### src/rtl/serial_rx_pkg.sv
// Shared types for the buffered serial receiver.
// Assumes at most nine data bits per frame.
package serial_rx_pkg;
    localparam int BYTE_W   = 8;
    localparam int MAX_BITS = BYTE_W + 1;

    typedef struct packed {
        logic [BYTE_W-1:0] data;
        logic              bit9;
        logic              ferr;
    } rx_entry_t;
endpackage

### src/rtl/rx_sync.sv
// Multi-stage synchronizer for an asynchronous input line.
// Assumes the line idles high, so every stage resets to 1.
module rx_sync #(
    parameter int STAGES = 2
) (
    input  logic clk,
    input  logic rst_n,
    input  logic d_async,
    output logic d_sync
);
    logic [STAGES-1:0] q;

    for (genvar i = 0; i < STAGES; i++) begin : g_stage
        if (i == 0) begin : g_first
            // First stage captures the raw line.
            always_ff @(posedge clk) begin
                if (!rst_n) q[i] <= 1'b1;
                else        q[i] <= d_async;
            end
        end else begin : g_next
            // Later stages pass the value along the chain.
            always_ff @(posedge clk) begin
                if (!rst_n) q[i] <= 1'b1;
                else        q[i] <= q[i-1];
            end
        end
    end

    assign d_sync = q[STAGES-1];
endmodule

### src/rtl/rx_frame_engine.sv
// Frame engine: detects a start bit, confirms it at mid-bit, then samples the
// data bits (LSB first) and the stop bit every OSR ticks.
// It emits a one-cycle frame_done pulse carrying the assembled entry.
// Assumes rx_s is already synchronous and os_tick is a one-cycle pulse.
module rx_frame_engine
    import serial_rx_pkg::*;
#(
    parameter int OSR = 16
) (
    input  logic      clk,
    input  logic      rst_n,
    input  logic      enable,
    input  logic      nine_bit,
    input  logic      os_tick,
    input  logic      rx_s,
    output logic      frame_done,
    output rx_entry_t frame
);
    localparam int CW    = $clog2(OSR);
    localparam int IW    = $clog2(MAX_BITS + 1);
    localparam int MID   = OSR / 2 - 1;
    localparam int LAST  = OSR - 1;

    typedef enum logic [1:0] {S_IDLE, S_START, S_DATA, S_STOP} state_t;

    state_t              state;
    logic [CW-1:0]       tcnt;
    logic [IW-1:0]       bidx;
    logic [MAX_BITS-1:0] shreg;
    logic [IW-1:0]       nbits;

    assign nbits = nine_bit ? IW'(MAX_BITS) : IW'(BYTE_W);

    // Sequencer: start detection, mid-bit sampling and the frame-done pulse.
    always_ff @(posedge clk) begin
        if (!rst_n || !enable) begin
            state      <= S_IDLE;
            tcnt       <= '0;
            bidx       <= '0;
            shreg      <= '0;
            frame_done <= 1'b0;
            frame      <= '0;
        end else begin
            frame_done <= 1'b0;
            if (os_tick) begin
                unique case (state)
                    S_IDLE: begin
                        if (!rx_s) begin
                            state <= S_START;
                            tcnt  <= '0;
                        end
                    end
                    S_START: begin
                        if (tcnt == CW'(MID)) begin
                            tcnt  <= '0;
                            bidx  <= '0;
                            shreg <= '0;
                            state <= rx_s ? S_IDLE : S_DATA;
                        end else begin
                            tcnt <= tcnt + 1'b1;
                        end
                    end
                    S_DATA: begin
                        if (tcnt == CW'(LAST)) begin
                            tcnt        <= '0;
                            shreg[bidx] <= rx_s;
                            if (bidx == nbits - 1'b1) state <= S_STOP;
                            else                      bidx  <= bidx + 1'b1;
                        end else begin
                            tcnt <= tcnt + 1'b1;
                        end
                    end
                    S_STOP: begin
                        if (tcnt == CW'(LAST)) begin
                            tcnt       <= '0;
                            state      <= S_IDLE;
                            frame_done <= 1'b1;
                            frame.data <= shreg[BYTE_W-1:0];
                            frame.bit9 <= nine_bit & shreg[BYTE_W];
                            frame.ferr <= ~rx_s;
                        end else begin
                            tcnt <= tcnt + 1'b1;
                        end
                    end
                    default: state <= S_IDLE;
                endcase
            end
        end
    end
endmodule

### src/rtl/rx_pair_fifo.sv
// Small receive queue of DEPTH entries with a flush.
// The head entry is always presented on the output.
// Assumes the caller never pushes when full and never pops when empty.
module rx_pair_fifo
    import serial_rx_pkg::*;
#(
    parameter int DEPTH = 2
) (
    input  logic                       clk,
    input  logic                       rst_n,
    input  logic                       flush,
    input  logic                       push,
    input  rx_entry_t                  wr_entry,
    input  logic                       pop,
    output rx_entry_t                  head,
    output logic [$clog2(DEPTH+1)-1:0] count
);
    localparam int PW = (DEPTH > 1) ? $clog2(DEPTH) : 1;
    localparam int NW = $clog2(DEPTH + 1);

    rx_entry_t     mem [DEPTH];
    logic [PW-1:0] wr_ptr, rd_ptr;

    // Entry storage: write on push.
    always_ff @(posedge clk) begin
        if (push) mem[wr_ptr] <= wr_entry;
    end

    // Pointers and occupancy; a flush or reset empties the queue.
    always_ff @(posedge clk) begin
        if (!rst_n || flush) begin
            wr_ptr <= '0;
            rd_ptr <= '0;
            count  <= '0;
        end else begin
            if (push) wr_ptr <= (wr_ptr == PW'(DEPTH - 1)) ? '0 : wr_ptr + 1'b1;
            if (pop)  rd_ptr <= (rd_ptr == PW'(DEPTH - 1)) ? '0 : rd_ptr + 1'b1;
            unique case ({push, pop})
                2'b10:   count <= count + NW'(1);
                2'b01:   count <= count - NW'(1);
                default: count <= count;
            endcase
        end
    end

    assign head = mem[rd_ptr];
endmodule

### src/rtl/serial_rx_buffered.sv
// Buffered asynchronous serial receiver top.
// Chains the synchronizer, the frame engine and the receive queue, and owns
// the sticky overrun flag. Assumes os_tick is a one-cycle pulse at OSR times
// the bit rate. rx_en low flushes the queue and clears the overrun flag.
module serial_rx_buffered
    import serial_rx_pkg::*;
#(
    parameter int OSR         = 16,
    parameter int DEPTH       = 2,
    parameter int SYNC_STAGES = 2
) (
    input  logic              clk,
    input  logic              rst_n,
    input  logic              rx_en,
    input  logic              nine_bit,
    input  logic              os_tick,
    input  logic              rx_in,
    input  logic              rd_pop,
    output logic [BYTE_W-1:0] head_data,
    output logic              head_bit9,
    output logic              head_ferr,
    output logic              data_avail,
    output logic              overrun
);
    localparam int NW = $clog2(DEPTH + 1);

    logic          rx_s;
    logic          frame_done;
    rx_entry_t     frame;
    rx_entry_t     head;
    logic [NW-1:0] count;
    logic          full, push, pop;

    rx_sync #(.STAGES(SYNC_STAGES)) u_sync (
        .clk     (clk),
        .rst_n   (rst_n),
        .d_async (rx_in),
        .d_sync  (rx_s)
    );

    rx_frame_engine #(.OSR(OSR)) u_engine (
        .clk        (clk),
        .rst_n      (rst_n),
        .enable     (rx_en),
        .nine_bit   (nine_bit),
        .os_tick    (os_tick),
        .rx_s       (rx_s),
        .frame_done (frame_done),
        .frame      (frame)
    );

    assign full = (count == NW'(DEPTH));
    assign push = frame_done & rx_en & ~overrun & ~full;
    assign pop  = rd_pop & data_avail;

    rx_pair_fifo #(.DEPTH(DEPTH)) u_fifo (
        .clk      (clk),
        .rst_n    (rst_n),
        .flush    (~rx_en),
        .push     (push),
        .wr_entry (frame),
        .pop      (pop),
        .head     (head),
        .count    (count)
    );

    // Sticky overrun: set by a frame arriving into a full queue, cleared by disable.
    always_ff @(posedge clk) begin
        if (!rst_n || !rx_en)                 overrun <= 1'b0;
        else if (frame_done && full)          overrun <= 1'b1;
    end

    assign data_avail = (count != '0);
    assign head_data  = head.data;
    assign head_bit9  = head.bit9;
    assign head_ferr  = head.ferr;
endmodule

### config.mk
export PLATFORM = sky130hd
export DESIGN_NAME = serial_rx_buffered
export DESIGN_NICKNAME = d
export VERILOG_FILES = /design/src/rtl/serial_rx_pkg.sv /design/src/rtl/rx_sync.sv /design/src/rtl/rx_frame_engine.sv /design/src/rtl/rx_pair_fifo.sv /design/src/rtl/serial_rx_buffered.sv
export SDC_FILE = /design/constraint.sdc
export NUM_CORES = 1
export LEC_CHECK = 0
export ABC_CLOCK_PERIOD_IN_PS = 2100
export CAP_MARGIN = 40
export CORE_MARGIN = 3
export CORE_UTILIZATION = 40
export CTS_CLUSTER_DIAMETER = 200
export DETAILED_ROUTE_END_ITERATION = 10
export DONT_BUFFER_PORTS = 1
export SYNTH_ARGS = -nofsm -noshare
export SYNTH_HDL_FRONTEND = slang
export SYNTH_SLANG_ARGS = --single-unit
### constraint.sdc
create_clock -name clk -period 2.1 [get_ports clk]
set_input_delay 0.21 -clock clk [delete_from_list [all_inputs] [get_ports clk]]
set_output_delay 0.21 -clock clk [all_outputs]
set_load 0.01 [all_outputs]
==> metrics.md, run 1 <==
| Metric | Value |
|---|---|
| Final slew viol count | 0 |
| Pre-CTS setup slack | 217 ps |
| Critical register-to-register path startpoint | u_engine.state[0] |
| Worst path slowest cell | a2111oi_2 |
| Fin. Hold Viols | 0 |
| Nets@finish | 279 |
| Antenna violations before repair | 0 |
| DR WL/cell | 13.6 um |
| Core Region | approximately 0.0064 mm2 |
| Average size of a mapped cell | between 10 and 15 um2 |
| Clock latency on the worst-skew pair | 330 ps |
| Global-route met1 utilization | between 10% and 20% |
| Critical path class | register to register |
| Root buffer cell | clkbuf_8 |
| Detailed placement HPWL | 3320 um |
| Layout Utilization | roughly 46% |
| Switching power | 0.449 mW |
| Post-route insts no fill | 343 |
| Full die area | 0.00769 mm2 |
| Async SR Flop Fraction | 0% |
| Hold Crit Depth | 2 |
| Number of synthesized flops with an enable pin | 20 |
| Buffers inserted by post-CTS timing repair | 0 |
| Worst setup SP type | register |
| Via density | around 5.2 |
| Clock-pin slew of the registers on the worst-case setup and hold paths | 60 ps |
| Unrepaired setup endpoints after global routing | no |
| Grt peak-use layer | met2 |
| WL final | 4650 um |
| Inserted Diodes | 0 |
| Crit path cell chain | inv_1, ha_1, nor3_2, a211oi_2, a2111oi_2, mux2i_1 |
| Port Buffers | 0 |
| Critical Path RT | 2370 ps |
| Total CTS buffers | 9 |
| Gr usage total | between 10% and 20% |
| Rows | 29 |
| Yosys cell types | 51 |
| Drt drc | 0 |
| Fin Clk Skew | 6.67 ps |
| Die X-Extent | a little under 90 um |
| VDD IR max | 0.239 mV |
| Minimum clock period | 1890 ps |
| Worst hold start | nine_bit |
| Vias in the first global route | between 1500 and 2000 |
| GPL Wtd Cong | 0.838 |
| Max cap viols | 0 |
| Iter 0 DRT Violations | 57 |
| Largest net degree at the start of global routing | 24 |
| Syn_nets | about 270 |
| Setup TNS | 0 ps |
| Die H | 87.7 um |
| Status | complete, no violations |
| Worst Max-Slew Pin Slew | 452 ps |
| Crit-path max FO | 8 |
| Setup ws final | roughly 210 ps |
| Register area share after synthesis | 51.0% |
| Area Overhead vs Synth | 10.7% |
| FMAX | 528 MHz |
| Synth Register Bits | 58 |
| Period Utilization, post-route | 90.2% |
| Layout cells sized above 1 | 19.9% |
| Hold_ws | 45.1 ps |
| Slew headroom | 69.9% |
| Mapped cell area | 0.00267 mm2 |
| P_leak | 1.09 nW |
| Gate count of the mapped netlist | 251 |
| Final setup viols | 0 |
| GR Util met3 | 4.61% |
| I/O pin count | 19 |
| Power per cell area | around 700 mW/mm2 |
| HP Class | input port to register |
| First-pass GRT wire length | 8040 um |
| CTS tree | done |
| Cell Int Power | 1.59 mW |
| Clock H-tree levels | 3 |
| Initial Utilization | 41.6% |
| Sequential share of power | 56.9% |
| Max Buffers Root-to-Sink | 2 |
| Grt total ovfl | 0 |
| Logic pwr share | 1.8% |
| Largest stage delay on the critical path | 400 ps |
| Clock Sinks | 58 |
| Sw frac | 22.1% |
| Reg2reg path depth | 6 |
| Most used DFF post-synth | dfxtp_1 |
| Post-Place Cells | 325 |
| Detail Route Antenna Nets | 0 |
| First-pass DRT Iterations | 4 |
| Clock share of power | 41.4% |
| GRT met2 Usage | a little under a quarter |
| Yosys warns | 0 |
| Hold EP | u_engine.frame[1] |
| Setup crit end kind | register |
| Via count | 1793 |
| Data arrival, critical path | 2160 ps |
| R2R Setup Slk | 210 ps |
-- area by class of cell --
class / count / area (um2)
Fill cell: 625 / 3470
Sequential cell: 58 / 1360
Multi-Input combinational cell: 171 / 1210
Clock buffer: 10 / 128
Tap cell: 77 / 96.3
Timing Repair Buffer: 10 / 80.1
Inverter: 11 / 41.3
Clock inverter: 6 / 35.0
-- synth_stat cells (2+ instances only) --
library cell   n  area (um2)
nand2b_1       4        25.0
inv_1         11        41.3
buf_2          4        20.0
nor4b_4        3        71.3
clkbuf_1       6        22.5
a311oi_1       2        17.5
dfxtp_1       38         761
mux2_2        11         124
nor3_1         4        20.0
a32o_1         4        40.0
or2_2          2        12.5
nor2_1        12        45.0
and4b_1        2        20.0
a21oi_1       18        90.1
nand2_1       35         131
o21ai_0       10        50.1
edfxtp_1      20         601
nand4_1        2        12.5
nand3_1       10        50.1
and2_1         5        31.3
ha_1          11         138
and3_1         2        12.5
a32o_2         4        45.0
xnor2_1        3        26.3
o2111ai_1      2        17.5
-- cell usage in the layout (no fill, tap or decap), types with 3 or more instances in the layout --
cell type / instances
dfxtp_1: 38
nand2_1: 35
edfxtp_1: 20
a21oi_1: 18
nor2_1: 12
inv_1: 11
mux2_2: 11
ha_1: 11
nand3_1: 10
o21ai_0: 10
clkbuf_8: 9
buf_4: 8
and2_1: 5
nor3_1: 4
a32o_1: 4
a32o_2: 4
nand2b_1: 4
clkinv_2: 4
nor4b_4: 3
xnor2_1: 3
-- worst max-delay path: cells and delay by family (launching register included) --
kind            cells  cell delay (ps)
compound gates      2              520
fa+ha+maj           1              330
mux                 1              220
flops               1              350
simple gates        1              300
buf+inv             1              110
-- kinds of logic (layout without fill, tap and decap cells) --
family	count (synthesis)	count (layout)	synth area share (%)
and+or+nand+nor	91	91	19.3
DFF	58	58	51.0
AOI/OAI and AO/OA	52	52	14.2
buffers and inverters	22	37	3.56
muxes	13	13	5.53
adders and majority gates	11	11	5.16
xor gates and xnor gates	4	4	1.31
-- worst max-delay path by stage --
| stage | start | to | slack [ps] | cells past startpoint |
|---|---|---|---|---|
| final | u_engine.state[0] | register | 210 | 6 |
| after global routing | u_engine.state[0] | register | 20 | 6 |
| after CTS | u_engine.state[0] | register | 190 | 6 |
| after detailed placement | u_engine.state[0] | register | 220 | 6 |
| after global placement | u_engine.tcnt[0] | u_engine.shreg[3] | 270 | 6 |
| after floorplan | u_engine.state[0] | register | 310 | 7 |
-- per-stage QoR --
step	area (um2)	power, mW
floorplan	2670	1.21
global placement	2770	1.21
detailed placement	2770	1.21
CTS	2950	2.06
global route	2950	2.12
finish	2950	2.03
-- state kept, by name (all words and copies together) (netlist names), named ones only --
name	count
u_engine.state	1
u_fifo.wr_ptr	1
u_sync.q	1
overrun	1
u_engine.frame_done	1
u_engine.bidx	4
u_engine.frame	10
u_engine.shreg	9
u_fifo.mem	20
u_sync.d_sync	1
u_fifo.count	2
u_engine.tcnt	4
u_fifo.rd_ptr	1
-- what timing repair did --
action / 4_1_cts / 5_1_grt
endpoints found under the hold margin: 2 / 0
hold buffers: 2 / 0
gates resized for setup: 0 / 0
-- per-layer routing --
layer  vias to the layer above  wire length (um)
met5                         -                 0
met4                         0                61
met3                         6               195
met2                        29              2220
met1                       827              2170
li1                        931                 -
-- power by group through the flow --
| stage | sequential (mW) | clock [mW] | combinational [mW] |
|---|---|---|---|
| 2_1_floorplan | 1.18 | 0 | 0.0252 |
| 3_3_place_gp | 1.18 | 0 | 0.0331 |
| 3_5_place_dp | 1.18 | 0 | 0.0326 |
| 4_1_cts | 1.16 | 0.871 | 0.0362 |
| 5_1_grt | 1.16 | 0.926 | 0.0399 |
| 6_report | 1.16 | 0.842 | 0.0356 |
Power figures use the tool's default switching activity.
==> run 2, diff against run 1 <==
CTS_BUF_LIST = sky130_fd_sc_hd__clkbuf_4 sky130_fd_sc_hd__clkbuf_8   (was not set)
==> metrics.md, run 2 (synthesis results as in run 1) <==
| Metric | Value |
|---|---|
| Drt drc | 0 |
| Minimum clock period | 1890 ps |
| Rows | 29 |
| Nets@finish | 279 |
| Core Region | 0.00642 mm2 |
| Gr usage total | between 10% and 20% |
| Total CTS buffers | 9 |
| Buffers inserted by post-CTS timing repair | 0 |
| Pre-CTS setup slack | 217 ps |
| Period Utilization, post-route | 90.2% |
| CTS tree | done |
| Die X-Extent | 87.7 um |
| Setup ws final | between 200 and 250 ps |
| Vias in the first global route | approximately 1700 |
| Top Layer Used | met4 |
| Crit-path max FO | 8 |
| HP Class | input port to register |
| Unrepaired setup endpoints after global routing | no |
| Fin. Hold Viols | 0 |
| Clock Sinks | 58 |
| Worst path slowest cell | a2111oi_2 |
| Grt total ovfl | 0 |
| Metal-1 WL | 2170 um |
| Detail Route Antenna Nets | 0 |
| Placed Area | 0.00277 mm2 |
| Worst Max-Slew Pin Slew | 450 ps |
| I/O pin count | 19 |
| Initial Utilization | approximately two fifths |
| P_leak | 1.09 nW |
| Via density | around 5.2 |
| WL met2 | about 2200 um |
| Critical path class | register to register |
| Max Buffers Root-to-Sink | 2 |
| Largest stage delay on the critical path | 400 ps |
| Data arrival, critical path | 2160 ps |
| Tot Pwr | 2.05 mW |
| Detailed placement HPWL | 3320 um |
| Inserted Diodes | 0 |
| Crit path cell chain | inv_1, ha_1, nor3_2, a211oi_2, a2111oi_2, mux2i_1 |
| Setup crit end kind | register |
| Port Buffers | 0 |
| GPL Wtd Cong | around 0.84 |
| Final slew viol count | 0 |
| Full die area | approximately 0.0077 mm2 |
| Hold_ws | 45.1 ps |
| Final setup viols | 0 |
| Clock latency on the worst-skew pair | 330 ps |
| First-pass DRT Iterations | 4 |
| Layout cells sized above 1 | between 20% and 30% |
| Clock-pin slew of the registers on the worst-case setup and hold paths | 60 ps |
| WL final | around 4700 um |
| Max cap viols | 0 |
| Area Overhead vs Synth | 10.8% |
| Status | complete, no violations |
| Most frequent cells in the layout | 38 x dfxtp_1, 35 x nand2_1, 20 x edfxtp_1 |
| Top flop regs | u_fifo.mem: 20 flops, u_engine.frame: 10 flops, u_engine.shreg: 9 flops |
| Max reg flops | 20 |
| Setup TNS | 0 ps |
| Clock H-tree levels | 3 |
| First-pass GRT wire length | between 8000 and 9000 um |
| Iter 0 DRT Violations | 61 |
| VDD IR max | 0.279 mV |
| Commonest non-fill, non-tap cell in the layout | dfxtp_1 |
| Largest net degree at the start of global routing | 24 |
| Worst setup SP type | register |
| Fin Clk Skew | 8.02 ps |
| Critical Path RT | 2370 ps |
| Final instance area | 0.00296 mm2 |
| DR WL/cell | about 14 um |
| Die H | 87.7 um |
| Largest Register | u_fifo.mem |
| Via count | about 1800 |
| Slew headroom | 70.0% |
| Antenna violations before repair | 0 |
| Total of fill cells in the finished design | 628 |
| Metal3 WL | between 150 and 200 um |
| Root buffer cell | clkbuf_8 |
| Power per cell area | 693 mW/mm2 |
| FMAX | 528 MHz |
run 2: cell count changes in the layout (fill, tap and decap cells not counted):
cell / change
clkbuf_1: -1
clkbuf_4: +1
run 2: timing repair:
| item | 4_1_cts | 5_1_grt |
|---|---|---|
| endpoints found under the hold margin | 2 | 0 |
| hold buffers | 2 | 0 |
| gates resized for setup | 0 | 0 |
run 2: stage by stage:
stage	std cells	util [%]
2_1_floorplan	251	-
5_1_grt	343	46.1
3_3_place_gp	325	43.2
3_5_place_dp	325	43.2
6_report	343	46.1
4_1_cts	343	46.1
run 2: area by class of cell:
cell class	count	area, um2	area share (%)
timing repair buffer	10	80.1	2.71
clock buffer	10	131	4.44
sequential	58	1360	46.0
clock inverter	6	35.0	1.18
multi-input combinational	171	1210	41.0
tap	77	96.3	3.26
inverter	11	41.3	1.40
run 2: metal layers:
layer,vias up,global-route usage [%]
met5,-,0
met2,31,22.9
met4,0,6.69
met1,825,15.6
li1,932,-
met3,6,4.61
run 2: critical path, delay by kind of cell (launching register included):
kind	cells	cell delay [ps]
AO/OA/AOI/OAI	2	520
flip-flops	1	350
adder cells (fa/ha/maj)	1	330
AND/OR/NAND/NOR	1	300
multiplexers	1	220
buffers and inverters	1	110
run 2: final timing paths:
kind                                        start                 to  slack [ps]  cells past startpoint
worst max register to register  u_engine.state[0]           register         210                      6
worst min-delay path                     nine_bit  u_engine.frame[1]          50                      2
worst min register to register        u_sync.q[0]      u_sync.d_sync         420                      1
worst max-delay path            u_engine.state[0]           register         210                      6
run 2: report_power, final:
group	internal (mW)	switching, mW	total (mW)
Combinational	0.0125	0.0230	0.0356
Clock	0.431	0.426	0.857
Sequential	1.16	0.00178	1.16
==> run 3, diff against run 2 <==
ABC_CLOCK_PERIOD_IN_PS = 1900   (was 2100)
clock period = 1.9 ns   (was 2.1 ns; I/O delays follow)
==> metrics.md, run 3 (synthesis results as in run 1) <==
| Metric | Value |
|---|---|
| Data arrival, critical path | 2060 ps |
| Final instance area | 0.00306 mm2 |
| Most frequent cells in the layout | 35 x nand2_1, 35 x dfxtp_1, 20 x edfxtp_1 |
| Total of fill cells in the finished design | slightly above 600 |
| Die X-Extent | 87.7 um |
| Iter 0 DRT Violations | 98 |
| Largest stage delay on the critical path | 370 ps |
| Initial Utilization | 41.6% |
| Logic pwr share | 1.9% |
| Period Utilization, post-route | a little over nine tenths |
| Placed Area | 0.00282 mm2 |
| Power per cell area | between 700 and 800 mW/mm2 |
| Crit path cell chain | ha_2, buf_4, nand3b_1, a221oi_4, buf_6, nand2_1, a32o_2 |
| Final slew viol count | 0 |
| Status | complete, no violations |
| Sw frac | 21.9% |
| Multi-input logic area | 0.00123 mm2 |
| Slew headroom | 69.7% |
| DR WL/cell | around 14 um |
| Clock share of power | between 40% and 50% |
| Clock Sinks | a little under 60 |
| Rows | 29 |
| Fin. Hold Viols | 0 |
| Critical path class | register to register |
| Setup ws final | 52.4 ps |
| Critical Path RT | 2120 ps |
| Max Buffers Root-to-Sink | 2 |
| Cell Int Power | 1.81 mW |
| Largest net degree at the start of global routing | 24 |
| Worst Max-Slew Pin Slew | 454 ps |
| Final setup viols | 0 |
| Clock H-tree levels | 3 |
| FMAX | 541 MHz |
| Area Overhead vs Synth | 14.8% |
| Layout cells sized above 1 | 25.1% |
| Max cap viols | 0 |
| Grt total ovfl | 0 |
| Hold_ws | 36.1 ps |
| Root buffer cell | clkbuf_8 |
| P_leak | around 1.1 nW |
| Via count | 1816 |
| Worst path slowest cell | dfxtp_1 |
| Top flop regs | u_fifo.mem: 20 flops, u_engine.frame: 10 flops, u_engine.shreg: 9 flops |
| GPL Wtd Cong | 0.836 |
| HP Class | input port to register |
| Setup crit end kind | register |
| Drt drc | 0 |
| VDD IR max | 0.296 mV |
| Port Buffers | 0 |
| First-pass DRT Iterations | 4 |
| Worst setup SP type | register |
| Clock latency on the worst-skew pair | approximately 330 ps |
| Core Region | 0.00642 mm2 |
| Minimum clock period | between 1500 and 2000 ps |
| Largest Register | u_fifo.mem |
| Detail Route Antenna Nets | 0 |
| Total CTS buffers | 9 |
| Nets@finish | 288 |
| Reg area | 0.00137 mm2 |
| WL final | 5050 um |
| Vias in the first global route | 1787 |
| Via density | 5.16 |
| Max reg flops | 20 |
| Inserted Diodes | 0 |
| First-pass GRT wire length | around 8400 um |
| Antenna violations before repair | 0 |
| Detailed placement HPWL | 3520 um |
| Buf/Inv on CP | 2 |
| Top Family by Delay on Critical Path | compound AO/OA/AOI/OAI gates |
| Die H | about 88 um |
| Clock-pin slew of the registers on the worst-case setup and hold paths | ~70 ps |
| CTS tree | done |
| Gr usage total | 14.2% |
| Fin Clk Skew | 7.55 ps |
| Pre-CTS setup slack | 55.0 ps |
| Sequential share of power | around 55% |
| I/O pin count | 19 |
| Tot Pwr | 2.32 mW |
| Full die area | 0.00769 mm2 |
| Switching power | 0.508 mW |
| Crit-path max FO | 6 |
run 3: cell count changes in the layout (fill, tap and decap cells not counted), sizes merged:
cell / previous run / this run
buf: 8 / 17
clkbuf: 10 / 11
clkinv: 4 / 3
run 3: cell type report:
class                      instances  area share, %
clock buffer                      11           4.74
clock inverter                     5          0.980
inverter                          11           1.35
multi-input combinational        171           40.2
sequential                        58           44.5
tap                               77           3.14
timing repair buffer              19           5.06
run 3: worst paths after layout:
path	startpoint	to	slack (ps)	cells after the start
worst max register to register	u_engine.tcnt[1]	u_engine.shreg[7]	50	7
worst min-delay path	nine_bit	u_engine.frame[1]	40	2
worst min register to register	u_sync.q[0]	u_sync.d_sync	410	1
worst max-delay path	u_engine.tcnt[1]	u_engine.shreg[7]	50	7
run 3: power groups by stage:
stage               registers [mW]  logic (mW)  clock network, mW
floorplan                     1.31      0.0278                  0
global placement              1.31      0.0381                  0
detailed placement            1.31      0.0386                  0
CTS                           1.28      0.0420               1.02
global route                  1.28      0.0480               1.07
finish                        1.28      0.0435              0.994
run 3: timing repair:
action	in CTS	in global routing
gates resized for setup	0	11
endpoints found under the setup margin	0	14
endpoints found under the hold margin	2	0
hold buffers	2	0
setup buffers	0	1
run 3: stage by stage:
| step | TNS (ps) | utilization [%] | instances |
|---|---|---|---|
| finish | 0 | 47.7 | 352 |
| global route | -210 | 47.7 | 352 |
| CTS | 0 | 47.0 | 350 |
| detailed placement | 0 | 44.0 | 332 |
| global placement | 0 | 44.0 | 332 |
| floorplan | 0 | - | 251 |
run 3: per-layer routing:
| metal | wire length (um) | vias to the layer above | GRT usage, % |
|---|---|---|---|
| met5 | 0 | - | 0 |
| met3 | 177 | 4 | 4.23 |
| met4 | 50 | 0 | 7.11 |
| met1 | 2420 | 838 | 17.3 |
| met2 | 2410 | 26 | 22.9 |
| li1 | - | 948 | - |
